**src/rtl/rt_pkg.sv**
```systemverilog
package rt_pkg;
  // Where a source operand is taken from during a lookup
  typedef enum logic [1:0] {
    SRC_FILE = 2'd0,
    SRC_FWD  = 2'd1,
    SRC_WAIT = 2'd2
  } src_kind_e;
endpackage

```
**src/rtl/rt_status.sv**
```systemverilog
module rt_status #(
  parameter int NUM_REGS = 16,
  parameter int TAG_W    = 4,
  localparam int REG_W   = $clog2(NUM_REGS)
) (
  input  logic                            clk,
  input  logic                            rst,
  input  logic                            iss_we,
  input  logic [REG_W-1:0]                iss_dst,
  input  logic [TAG_W-1:0]                iss_tag,
  input  logic                            cdb_valid,
  input  logic [TAG_W-1:0]                cdb_tag,
  output logic [NUM_REGS-1:0]             busy_q,
  output logic [NUM_REGS-1:0][TAG_W-1:0]  tag_q,
  output logic [NUM_REGS-1:0]             hit
);

  for (genvar i = 0; i < NUM_REGS; i++) begin : g_reg
    logic ren;
    assign hit[i] = cdb_valid && busy_q[i] && (tag_q[i] == cdb_tag);
    assign ren    = iss_we && (iss_dst == REG_W'(i));

    always_ff @(posedge clk) begin
      if (rst) begin
        busy_q[i] <= 1'b0;
        tag_q[i]  <= '0;
      end else if (ren) begin
        busy_q[i] <= 1'b1;
        tag_q[i]  <= iss_tag;
      end else if (hit[i]) begin
        busy_q[i] <= 1'b0;
      end
    end


    rename_wins_chk: assert property (@(posedge clk) disable iff (rst)
      (iss_we && iss_dst == REG_W'(i)) |=> (busy_q[i] && tag_q[i] == $past(iss_tag)));


    stale_kept_chk: assert property (@(posedge clk) disable iff (rst)
      (busy_q[i] && !(cdb_valid && cdb_tag == tag_q[i]) && !(iss_we && iss_dst == REG_W'(i)))
      |=> (busy_q[i] && $stable(tag_q[i])));


    commit_blank_chk: assert property (@(posedge clk) disable iff (rst)
      (cdb_valid && busy_q[i] && cdb_tag == tag_q[i] && !(iss_we && iss_dst == REG_W'(i)))
      |=> !busy_q[i]);


    no_rename_chk: assert property (@(posedge clk) disable iff (rst)
      (!busy_q[i] && !(iss_we && iss_dst == REG_W'(i))) |=> !busy_q[i]);
  end

endmodule

```
**src/rtl/rt_regfile.sv**
```systemverilog
module rt_regfile #(
  parameter int NUM_REGS = 16,
  parameter int DATA_W   = 32,
  parameter int NUM_RD   = 2,
  localparam int REG_W   = $clog2(NUM_REGS)
) (
  input  logic                              clk,
  input  logic                              rst,
  input  logic [NUM_REGS-1:0]               wr_mask,
  input  logic [DATA_W-1:0]                 wr_data,
  input  logic [NUM_RD-1:0][REG_W-1:0]      rd_addr,
  output logic [NUM_RD-1:0][DATA_W-1:0]     rd_data
);

  logic [DATA_W-1:0] mem [NUM_REGS];

  always_ff @(posedge clk) begin
    for (int i = 0; i < NUM_REGS; i++) begin
      if (rst)             mem[i] <= '0;
      else if (wr_mask[i]) mem[i] <= wr_data;
    end
  end

  for (genvar r = 0; r < NUM_RD; r++) begin : g_rd
    assign rd_data[r] = mem[rd_addr[r]];
  end

endmodule

```
**src/rtl/rt_lookup.sv**
```systemverilog
module rt_lookup
  import rt_pkg::*;
#(
  parameter int NUM_REGS = 16,
  parameter int DATA_W   = 32,
  parameter int TAG_W    = 4,
  localparam int REG_W   = $clog2(NUM_REGS)
) (
  input  logic                            clk,
  input  logic                            rst,
  input  logic                            valid,
  input  logic [REG_W-1:0]                src,
  input  logic [NUM_REGS-1:0]             busy_vec,
  input  logic [NUM_REGS-1:0][TAG_W-1:0]  tag_arr,
  input  logic [DATA_W-1:0]               file_data,
  input  logic                            cdb_valid,
  input  logic [TAG_W-1:0]                cdb_tag,
  input  logic [DATA_W-1:0]               cdb_data,
  output logic                            ready_q,
  output logic [DATA_W-1:0]               value_q,
  output logic [TAG_W-1:0]                tag_q
);

  src_kind_e kind;

  always_comb begin
    if (!busy_vec[src])                                kind = SRC_FILE;
    else if (cdb_valid && cdb_tag == tag_arr[src])     kind = SRC_FWD;
    else                                               kind = SRC_WAIT;
  end

  always_ff @(posedge clk) begin
    if (rst) begin
      ready_q <= 1'b0;
      value_q <= '0;
      tag_q   <= '0;
    end else if (valid) begin
      case (kind)
        SRC_FILE: begin ready_q <= 1'b1; value_q <= file_data; tag_q <= '0; end
        SRC_FWD:  begin ready_q <= 1'b1; value_q <= cdb_data;  tag_q <= '0; end
        default:  begin ready_q <= 1'b0; value_q <= '0;        tag_q <= tag_arr[src]; end
      endcase
    end
  end


  file_path_chk: assert property (@(posedge clk) disable iff (rst)
    (valid && !busy_vec[src]) |=> (ready_q && value_q == $past(file_data)));


  fwd_path_chk: assert property (@(posedge clk) disable iff (rst)
    (valid && busy_vec[src] && cdb_valid && cdb_tag == tag_arr[src])
    |=> (ready_q && value_q == $past(cdb_data)));


  wait_path_chk: assert property (@(posedge clk) disable iff (rst)
    (valid && busy_vec[src] && !(cdb_valid && cdb_tag == tag_arr[src]))
    |=> (!ready_q && tag_q == $past(tag_arr[src])));


  hold_chk: assert property (@(posedge clk) disable iff (rst)
    !valid |=> ($stable(ready_q) && $stable(value_q) && $stable(tag_q)));

endmodule

```
**src/rtl/rename_table.sv**
```systemverilog
module rename_table #(
  parameter int NUM_REGS = 16,
  parameter int DATA_W   = 32,
  parameter int TAG_W    = 4,
  localparam int REG_W   = $clog2(NUM_REGS)
) (
  input  logic              clk,
  input  logic              rst,
  input  logic              iss_valid,
  input  logic [REG_W-1:0]  iss_src_a,
  input  logic [REG_W-1:0]  iss_src_b,
  input  logic              iss_dst_we,
  input  logic [REG_W-1:0]  iss_dst,
  input  logic [TAG_W-1:0]  iss_tag,
  input  logic              cdb_valid,
  input  logic [TAG_W-1:0]  cdb_tag,
  input  logic [DATA_W-1:0] cdb_data,
  output logic              out_valid,
  output logic              a_ready,
  output logic [DATA_W-1:0] a_value,
  output logic [TAG_W-1:0]  a_tag,
  output logic              b_ready,
  output logic [DATA_W-1:0] b_value,
  output logic [TAG_W-1:0]  b_tag
);

  localparam int NUM_SRC = 2;

  logic                           iss_we;
  logic [NUM_REGS-1:0]            busy_vec;
  logic [NUM_REGS-1:0][TAG_W-1:0] tag_arr;
  logic [NUM_REGS-1:0]            hit_vec;
  logic [NUM_SRC-1:0][REG_W-1:0]  src_addr;
  logic [NUM_SRC-1:0][DATA_W-1:0] file_data;
  logic [NUM_SRC-1:0]             rdy;
  logic [NUM_SRC-1:0][DATA_W-1:0] val;
  logic [NUM_SRC-1:0][TAG_W-1:0]  tg;

  assign iss_we   = iss_valid && iss_dst_we;
  assign src_addr = {iss_src_b, iss_src_a};

  rt_status #(.NUM_REGS(NUM_REGS), .TAG_W(TAG_W)) u_status (
    .clk       (clk),
    .rst       (rst),
    .iss_we    (iss_we),
    .iss_dst   (iss_dst),
    .iss_tag   (iss_tag),
    .cdb_valid (cdb_valid),
    .cdb_tag   (cdb_tag),
    .busy_q    (busy_vec),
    .tag_q     (tag_arr),
    .hit       (hit_vec)
  );

  rt_regfile #(.NUM_REGS(NUM_REGS), .DATA_W(DATA_W), .NUM_RD(NUM_SRC)) u_regfile (
    .clk     (clk),
    .rst     (rst),
    .wr_mask (hit_vec),
    .wr_data (cdb_data),
    .rd_addr (src_addr),
    .rd_data (file_data)
  );

  for (genvar s = 0; s < NUM_SRC; s++) begin : g_src
    rt_lookup #(.NUM_REGS(NUM_REGS), .DATA_W(DATA_W), .TAG_W(TAG_W)) u_lookup (
      .clk       (clk),
      .rst       (rst),
      .valid     (iss_valid),
      .src       (src_addr[s]),
      .busy_vec  (busy_vec),
      .tag_arr   (tag_arr),
      .file_data (file_data[s]),
      .cdb_valid (cdb_valid),
      .cdb_tag   (cdb_tag),
      .cdb_data  (cdb_data),
      .ready_q   (rdy[s]),
      .value_q   (val[s]),
      .tag_q     (tg[s])
    );
  end

  always_ff @(posedge clk) begin
    if (rst) out_valid <= 1'b0;
    else     out_valid <= iss_valid;
  end

  assign a_ready = rdy[0];
  assign a_value = val[0];
  assign a_tag   = tg[0];
  assign b_ready = rdy[1];
  assign b_value = val[1];
  assign b_tag   = tg[1];


  out_valid_chk: assert property (@(posedge clk) disable iff (rst)
    iss_valid |=> out_valid);


  out_idle_chk: assert property (@(posedge clk) disable iff (rst)
    !iss_valid |=> !out_valid);

endmodule

```
**config.mk**
```make
export PLATFORM = sky130hd
export DESIGN_NAME = rename_table
export DESIGN_NICKNAME = d
export VERILOG_FILES = /design/src/rtl/rt_pkg.sv /design/src/rtl/rt_status.sv /design/src/rtl/rt_regfile.sv /design/src/rtl/rt_lookup.sv /design/src/rtl/rename_table.sv
export SDC_FILE = /design/constraint.sdc
export NUM_CORES = 1
export LEC_CHECK = 0
export CAP_MARGIN = 20
export CELL_PAD_IN_SITES_DETAIL_PLACEMENT = 2
export CELL_PAD_IN_SITES_GLOBAL_PLACEMENT = 2
export CORE_MARGIN = 5
export CORE_UTILIZATION = 47
export DETAILED_ROUTE_END_ITERATION = 8
export PLACE_DENSITY_LB_ADDON = 0.1
export REMOVE_ABC_BUFFERS = 1
export SLEW_MARGIN = 5
export SYNTH_ARGS = -nofsm -noshare
export SYNTH_HDL_FRONTEND = slang
export SYNTH_HIERARCHICAL = 1
export SYNTH_SLANG_ARGS = --single-unit
export TNS_END_PERCENT = 5
```
**constraint.sdc**
```tcl
create_clock -name clk -period 6.7 [get_ports clk]
set_input_delay 1.005 -clock clk [delete_from_list [all_inputs] [get_ports clk]]
set_output_delay 1.005 -clock clk [all_outputs]
set_load 0.01 [all_outputs]
```
==> After elaboration in Yosys (flattened, before gate mapping) <==
Memory sizes are Yosys's and may differ from the RTL's.
Cells that the tools add are included.
{ "totals": {"ff_bits": 155, "ram_bits": 512, "inputBits": 57, "out_inout_bits": 75, "elab_cells": 281, "mem_count": 1} }
{ "classes": {"order_cmp": 2, "n_eq_ne": 35, "muxes": 116, "bitwise": 16, "n_reduce_logical": 72} }
{ "mem_list": {"columns": ["name", "depth", "width", "read_ports", "rd_clocked_by_memory_dff", "wr", "line", "source"], "rows": [
  ["u_regfile.mem", 16, 32, 2, 0, 16, "rt_regfile.sv:15", "logic [DATA_W-1:0] mem [NUM_REGS];"]
]} }
{ "ops": {"columns": ["cell", "count"], "rows": [
  ["two-way mux 32 bit", 16],
  ["one-hot mux 32 bit (2 select lines)", 2],
  ["two-way mux 1 bit", 86],
  ["equality test 4 bit", 18],
  ["logical AND 1 bit", 51],
  ["binary-select mux 4 bit (select 4 bit)", 2],
  ["equality test 4 bit (second input constant)", 8],
  ["nonzero test 2 bit", 16],
  ["equality test 4 x 3 -> 1 bit (second input constant)", 4],
  ["two-way mux 4 bit", 4],
  ["bitwise OR 1 bit", 16],
  ["less-than comparator 4 x 5 -> 1 bit (second input constant)", 2],
  ["binary-select mux 1 bit (select 4 bit)", 2],
  ["equality test 4 x 2 -> 1 bit (second input constant)", 2],
  ["two-way mux 2 bit", 4],
  ["equality test 2 x 1 -> 1 bit (second input constant)", 2],
  ["equality test 4 x 1 -> 1 bit (second input constant)", 1],
  ["zero test 2 bit", 2],
  ["zero test 4 bit", 1],
  ["OR reduction 2 bit", 2]
]} }

==> Logic depth before layout (Yosys ltp) <==
{ "depth": {"word_depth": 9, "depth_mapped": 9, "mapped_depth_nobuf": 6} }

==> Modules after synthesis <==
Netlist, hierarchy kept.
{ "modules_own_cells": {"columns": ["module", "instances", "cells_each", "area_each_um2", "seq_area_each_um2"], "rows": [
  ["rt_regfile", 1, 1681, 26511.7, 15374.7],
  ["rt_lookup", 2, 297, 2753.9, 740.7],
  ["rt_status", 1, 502, 3892.5, 1601.5],
  ["rename_table", 1, 3, 40.0, 20.0]
]} }

==> Worst setup path before layout <==
No wires, ideal clock.
{ "synth_timing": {"path_type": "input -> register", "from": "in iss_src_a[2]", "to": "reg g_src[0].u_lookup.value_q[22]", "setup_ns": 0.088, "t_arrival_ns": 3.022, "t_required_ns": 6.612, "slack_ns": 3.590, "cell_stages": 9, "n_path_buf": 3, "path_cell_list": "buf_2 > mux4_2 > mux4_2 > xnor2_1 > and2_1 > buf_2 > buf_4 > nand4_1 > a311oi_2"} }
{ "synth_between": {"elab_chain_cells": 8, "elab_cells_between_ends": 12, "classes_between": "eq/ne: 2; mux: 7; reduce/logical: 2; memory: 1"} }
{ "synth_rtl": {"columns": ["item", "line", "source"], "rows": [
  ["start: declaration", "rename_table.sv:10", "input logic [REG_W-1:0] iss_src_a,"],
  ["binary-select mux 4 bit (select 4 bit)", "rt_lookup.sv:28", "else if (cdb_valid && cdb_tag == tag_arr[src]) kind = SRC_FWD;"],
  ["two-way mux 4 bit (implied by the code)", "rt_lookup.sv:28", null],
  ["equality test 4 bit", "rt_lookup.sv:28", null],
  ["logical AND 1 bit", "rt_lookup.sv:28", null],
  ["two-way mux 2 bit", "rt_lookup.sv:28", null],
  ["two-way mux 2 bit", "rt_lookup.sv:27", "if (!busy_vec[src]) kind = SRC_FILE;"],
  ["equality test 2 x 1 -> 1 bit or zero test 2 bit (tied branches)", "rt_lookup.sv:38", "case (kind)"],
  ["one-hot mux 32 bit (2 select lines) (*)", "rt_lookup.sv:38", null],
  ["end signal: assignment", "rt_lookup.sv:39", "SRC_FILE: begin ready_q <= 1'b1; value_q <= file_data; tag_q <= '0; end"],
  ["end signal: assignment", "rt_lookup.sv:40", "SRC_FWD: begin ready_q <= 1'b1; value_q <= cdb_data; tag_q <= '0; end"],
  ["end signal: assignment", "rt_lookup.sv:41", "default: begin ready_q <= 1'b0; value_q <= '0; tag_q <= tag_arr[src]; end"],
  ["end: declaration", "rt_lookup.sv:20", "output logic [DATA_W-1:0] value_q,"]
]} }
Mark *: on every way between the ends. The rest lies on a longest branch, timed or not. The select of a mux whose other input is x is not followed.
A chain may end at the register's enable or synchronous reset.

==> report_table.html <==
<table>
<tr><th>Metric</th><th>Value</th></tr>
<tr><th colspan="2">Run status</th></tr>
<tr><td>Outcome</td><td>completed</td></tr>
<tr><th colspan="2">CTS</th></tr>
<tr><td>Resized Gates After CTS</td><td>0</td></tr>
<tr><td>Clock sink count</td><td>667</td></tr>
<tr><td>Root buffer cell</td><td>sky130_fd_sc_hd__clkbuf_16</td></tr>
<tr><td>Maximum buffer depth of the clock tree</td><td>3</td></tr>
<tr><td>Post-CTS Setup Inserts</td><td>0</td></tr>
<tr><td>Cts-stage hold buffer count</td><td>0</td></tr>
<tr><td>H-Tree Level Count</td><td>3</td></tr>
<tr><td>Clock buffers created by TritonCTS</td><td>77</td></tr>
<tr><td>Clock tree from TritonCTS</td><td>yes</td></tr>
<tr><td>Latest clock arrival within the worst-skew pair</td><td>between 0.6 and 0.7 ns</td></tr>
<tr><td>Clock slew seen by the registers of the worst setup and hold paths</td><td>0.06 ns</td></tr>
<tr><th colspan="2">Floorplanning</th></tr>
<tr><td>Horiz. Die Dim</td><td>287 um</td></tr>
<tr><td>Number of rows created at floorplan</td><td>101</td></tr>
<tr><td>Vert. Die Dim</td><td>287 um</td></tr>
<tr><td>Number of placed I/O pins</td><td>132</td></tr>
<tr><td>Placeable core area</td><td>0.0759 mm^2</td></tr>
<tr><td>Die outline area</td><td>approximately 0.082 mm^2</td></tr>
<tr><td>Initial standard-cell utilization of the core</td><td>47.3%</td></tr>
<tr><th colspan="2">Synthesis</th></tr>
<tr><td>Sequential-to-total area share from yosys stat</td><td>51.4%</td></tr>
<tr><td>Post-synth EDFFs</td><td>around 510</td></tr>
<tr><td>Post-synth design cell area</td><td>0.0360 mm^2</td></tr>
<tr><td>Number of synthesized register bits</td><td>667</td></tr>
<tr><td>Top flip-flop cell by instance count after synthesis</td><td>sky130_fd_sc_hd__edfxtp_1</td></tr>
<tr><td>Synthesis warning total</td><td>6</td></tr>
<tr><td>Count of cell types in the netlist</td><td>58</td></tr>
<tr><td>Mean cell area of the mapped netlist</td><td>12.9 um^2</td></tr>
<tr><td>Synthesized netlist cell count</td><td>2780</td></tr>
<tr><td>Share of async-settable or async-resettable flops after synthesis</td><td>0%</td></tr>
<tr><th colspan="2">Power and ir drop</th></tr>
<tr><td>Largest vdd supply drop</td><td>0.146 mV</td></tr>
<tr><td>PD cells</td><td>246 mW/mm^2</td></tr>
<tr><td>Leak pwr</td><td>14.3 nW</td></tr>
<tr><td>Final total power</td><td>0.00998 W</td></tr>
<tr><th colspan="2">Critical path</th></tr>
<tr><td>Class of the most critical setup path</td><td>primary input to flop</td></tr>
<tr><td>Max Fanout on Critical Path</td><td>18</td></tr>
<tr><td>CP Data Arrival Time</td><td>4.82 ns</td></tr>
<tr><td>Type of element launching the critical path</td><td>primary input</td></tr>
<tr><td>Setup slack of the worst register-to-register path</td><td>3.31 ns</td></tr>
<tr><td>Required time of the critical path</td><td>6.97 ns</td></tr>
<tr><td>Largest incremental delay on the critical path</td><td>0.96 ns</td></tr>
<tr><td>Critical-path top delay cell</td><td>sky130_fd_sc_hd__clkdlybuf4s50_1</td></tr>
<tr><td>Type of element capturing the critical path</td><td>flop</td></tr>
<tr><td>Crit-path cells</td><td>clkdlybuf4s50_1 &gt; clkinv_1 &gt; a2111o_1 &gt; nor3_1 &gt; or2_2 &gt; buf_4</td></tr>
<tr><th colspan="2">Routing</th></tr>
<tr><td>Antenna Violating Nets Remaining</td><td>0</td></tr>
<tr><td>Starting DRC count in detailed routing</td><td>~2800</td></tr>
<tr><td>Average vias per placed instance</td><td>6.75</td></tr>
<tr><td>Remaining routing DRC violations</td><td>0</td></tr>
<tr><td>Detailed-route via count</td><td>approximately 26000</td></tr>
<tr><td>Initial DRT Pass Iterations</td><td>6</td></tr>
<tr><td>Average wire per standard cell</td><td>35.9 um</td></tr>
<tr><td>Total length of routed wires</td><td>about 140000 um</td></tr>
<tr><th colspan="2">Timing</th></tr>
<tr><td>Final-report max-slew violation count</td><td>0</td></tr>
<tr><td>Worst clock skew</td><td>0.0189 ns</td></tr>
<tr><td>Slew at the pin with the worst max-slew slack</td><td>roughly 1.2 ns</td></tr>
<tr><td>Ratio of final minimum period to clock period</td><td>~68%</td></tr>
<tr><td>Clock period minus worst slack</td><td>4.55 ns</td></tr>
<tr><td>Setup repair after global routing missed its margin</td><td>no</td></tr>
<tr><td>Setup violations, final</td><td>0</td></tr>
<tr><td>Fmax achieved</td><td>roughly 220 MHz</td></tr>
<tr><td>Slew margin rel.</td><td>18.1%</td></tr>
<tr><td>Final hold viol count</td><td>0</td></tr>
<tr><td>Total negative slack for setup checks</td><td>0 ns</td></tr>
<tr><th colspan="2">Flow run</th></tr>
<tr><td>Max-Cap Viols</td><td>0</td></tr>
<tr><th colspan="2">Finish</th></tr>
<tr><td>Final core utilization</td><td>53.3%</td></tr>
<tr><td>Sequential standard cell area</td><td>0.0185 mm^2</td></tr>
<tr><td># fillers</td><td>6972</td></tr>
<tr><td>P&amp;R area growth vs syn</td><td>12.7%</td></tr>
<tr><td>Ratio of cells with drive above 1 in the final layout</td><td>a little under a fifth</td></tr>
<tr><td>Net count, final</td><td>2835</td></tr>
<tr><td>Total area of multi-input combinational cells</td><td>0.0162 mm^2</td></tr>
<tr><th colspan="2">GRT</th></tr>
<tr><td>Wire length of the first global-routing pass</td><td>200000 um</td></tr>
<tr><td>Initial antenna violation count</td><td>6</td></tr>
<tr><td>Routing usage on met1</td><td>41.5%</td></tr>
<tr><td>Largest net degree at the start of global routing</td><td>91</td></tr>
<tr><td>Met2 Use GR</td><td>57.0%</td></tr>
<tr><td>Residual overflow from global routing</td><td>0</td></tr>
<tr><td>Aggregate global-route resource usage</td><td>33.4%</td></tr>
<tr><td>GR met3 Demand/Resource</td><td>slightly below 7%</td></tr>
<tr><td>GRT busiest layer</td><td>met2</td></tr>
<tr><td>Vias in the first global route</td><td>28900</td></tr>
<tr><th colspan="2">Place</th></tr>
<tr><td>HPWL reported at the end of detailed placement</td><td>82600 um</td></tr>
<tr><td>Routability-driven placement congestion ratio</td><td>0.847</td></tr>
<tr><td>Count of port buffers added during placement</td><td>131</td></tr>
<tr><th colspan="2">Worst hold path</th></tr>
<tr><td>Class of the tightest hold or removal check</td><td>flop to flop</td></tr>
</table>
[power by group]
group	internal [W]	switching (W)	total (W)
Combinational	0.000424	0.000707	0.00113
Sequential	0.00458	0.0000912	0.00467
Clock	0.00240	0.00177	0.00417
[layout by cell type, fill, tap and decap left out, types with 5 or more instances in the layout]
cell	instances
sky130_fd_sc_hd__and3_1	65
sky130_fd_sc_hd__nor3_1	13
sky130_fd_sc_hd__or3_1	5
sky130_fd_sc_hd__a311oi_1	68
sky130_fd_sc_hd__nand3_1	28
sky130_fd_sc_hd__clkbuf_8	11
sky130_fd_sc_hd__and2_1	517
sky130_fd_sc_hd__mux2i_1	16
sky130_fd_sc_hd__inv_1	28
sky130_fd_sc_hd__edfxtp_1	512
sky130_fd_sc_hd__clkinv_2	5
sky130_fd_sc_hd__mux2_2	6
sky130_fd_sc_hd__clkdlybuf4s50_1	125
sky130_fd_sc_hd__xnor2_1	38
sky130_fd_sc_hd__clkbuf_16	80
sky130_fd_sc_hd__a22oi_1	128
sky130_fd_sc_hd__buf_12	5
sky130_fd_sc_hd__clkbuf_1	31
sky130_fd_sc_hd__dfxtp_1	155
sky130_fd_sc_hd__nor2b_1	5
sky130_fd_sc_hd__a21oi_1	72
sky130_fd_sc_hd__nand2_1	208
sky130_fd_sc_hd__xor2_1	12
sky130_fd_sc_hd__nor2b_4	22
sky130_fd_sc_hd__or2_2	18
sky130_fd_sc_hd__o21ai_0	41
sky130_fd_sc_hd__mux4_2	294
sky130_fd_sc_hd__a32o_1	8
sky130_fd_sc_hd__nand4_1	64
sky130_fd_sc_hd__nor2_1	97
sky130_fd_sc_hd__o22ai_1	7
sky130_fd_sc_hd__clkinv_1	9
sky130_fd_sc_hd__buf_4	64
sky130_fd_sc_hd__o211ai_1	6
[final cells by class]
type / instances / share of cell area [%]
Multi-Input combinational cell: 1799 / 39.9
Clock inverter: 19 / 0.414
Inverter: 29 / 0.269
Tap cell: 1030 / 3.18
Sequential cell: 667 / 45.6
Antenna cell: 3 / 0.0185
Clock buffer: 122 / 5.60
Timing Repair Buffer: 204 / 4.95
[through the flow]
stage          instances  cell area, um^2  hold WS (ns)  setup slack (ns)
2_1_floorplan       2495            34600         0.450              3.22
3_3_place_gp        3721            37900         0.457              1.67
3_5_place_dp        3723            37900         0.472              1.60
4_1_cts             3864            40400         0.486              2.25
5_1_grt             3871            40500         0.507              2.20
6_report            3873            40500         0.483              2.15
[state kept, by name, summed over array words and instances (netlist names)]
signal / count
out_valid: 1
u_status/busy_q: 16
g_src.u_lookup/value_q: 64
u_status/tag_q: 64
u_regfile/mem: 512
g_src.u_lookup/ready_q: 2
g_src.u_lookup/tag_q: 8
[worst max-delay path: cells and delay by family]
family | cells | cell delay, ns
compound gates | 1 | 0.58
buf+inv | 3 | 2.06
simple gates | 2 | 1.11
[cell families (layout without fill, tap and decap cells)]
logic type | Yosys count | count (layout) | synth area share (%)
mux | 324 | 324 | 19.5
xor+xnor | 50 | 50 | 1.22
simple gates | 1065 | 1065 | 16.4
buf+inv | 314 | 374 | 4.14
flops | 667 | 667 | 51.4
compound gates | 360 | 360 | 7.34
other cells | 0 | 3 | 0
[path summary, 6_finish.rpt]
check / start / end / cells past startpoint
max reg2reg: u_status/tag_q[18] / g_src[0].u_lookup/value_q[26] / 6
max: cdb_tag[3] / u_regfile/mem[3][13] / 6
min reg2reg: g_src[1].u_lookup/tag_q[1] / g_src[1].u_lookup/tag_q[1] / 1
min: g_src[1].u_lookup/tag_q[1] / g_src[1].u_lookup/tag_q[1] / 1
[Yosys cell counts (33+ instances only)]
cell | instances | area, um^2
sky130_fd_sc_hd__nand4_1 | 64 | 400
sky130_fd_sc_hd__nor2_1 | 99 | 372
sky130_fd_sc_hd__a22oi_1 | 128 | 961
sky130_fd_sc_hd__and2_1 | 521 | 3260
sky130_fd_sc_hd__nand2_1 | 210 | 788
sky130_fd_sc_hd__clkbuf_1 | 192 | 721
sky130_fd_sc_hd__mux4_2 | 294 | 6620
sky130_fd_sc_hd__buf_2 | 33 | 165
sky130_fd_sc_hd__edfxtp_1 | 512 | 15400
sky130_fd_sc_hd__and3_1 | 65 | 407
sky130_fd_sc_hd__xnor2_1 | 38 | 333
sky130_fd_sc_hd__a21oi_1 | 72 | 360
sky130_fd_sc_hd__dfxtp_1 | 155 | 3100
sky130_fd_sc_hd__a311oi_1 | 68 | 596
sky130_fd_sc_hd__o21ai_0 | 41 | 205
[per-layer routing]
layer	vias up	part of all wire, %
met5	-	0
met4	0	4.4
met3	329	8.1
met2	1372	50
met1	13900	38
li1	10600	-
No activity file was read; power rests on OpenSTA's default activity.
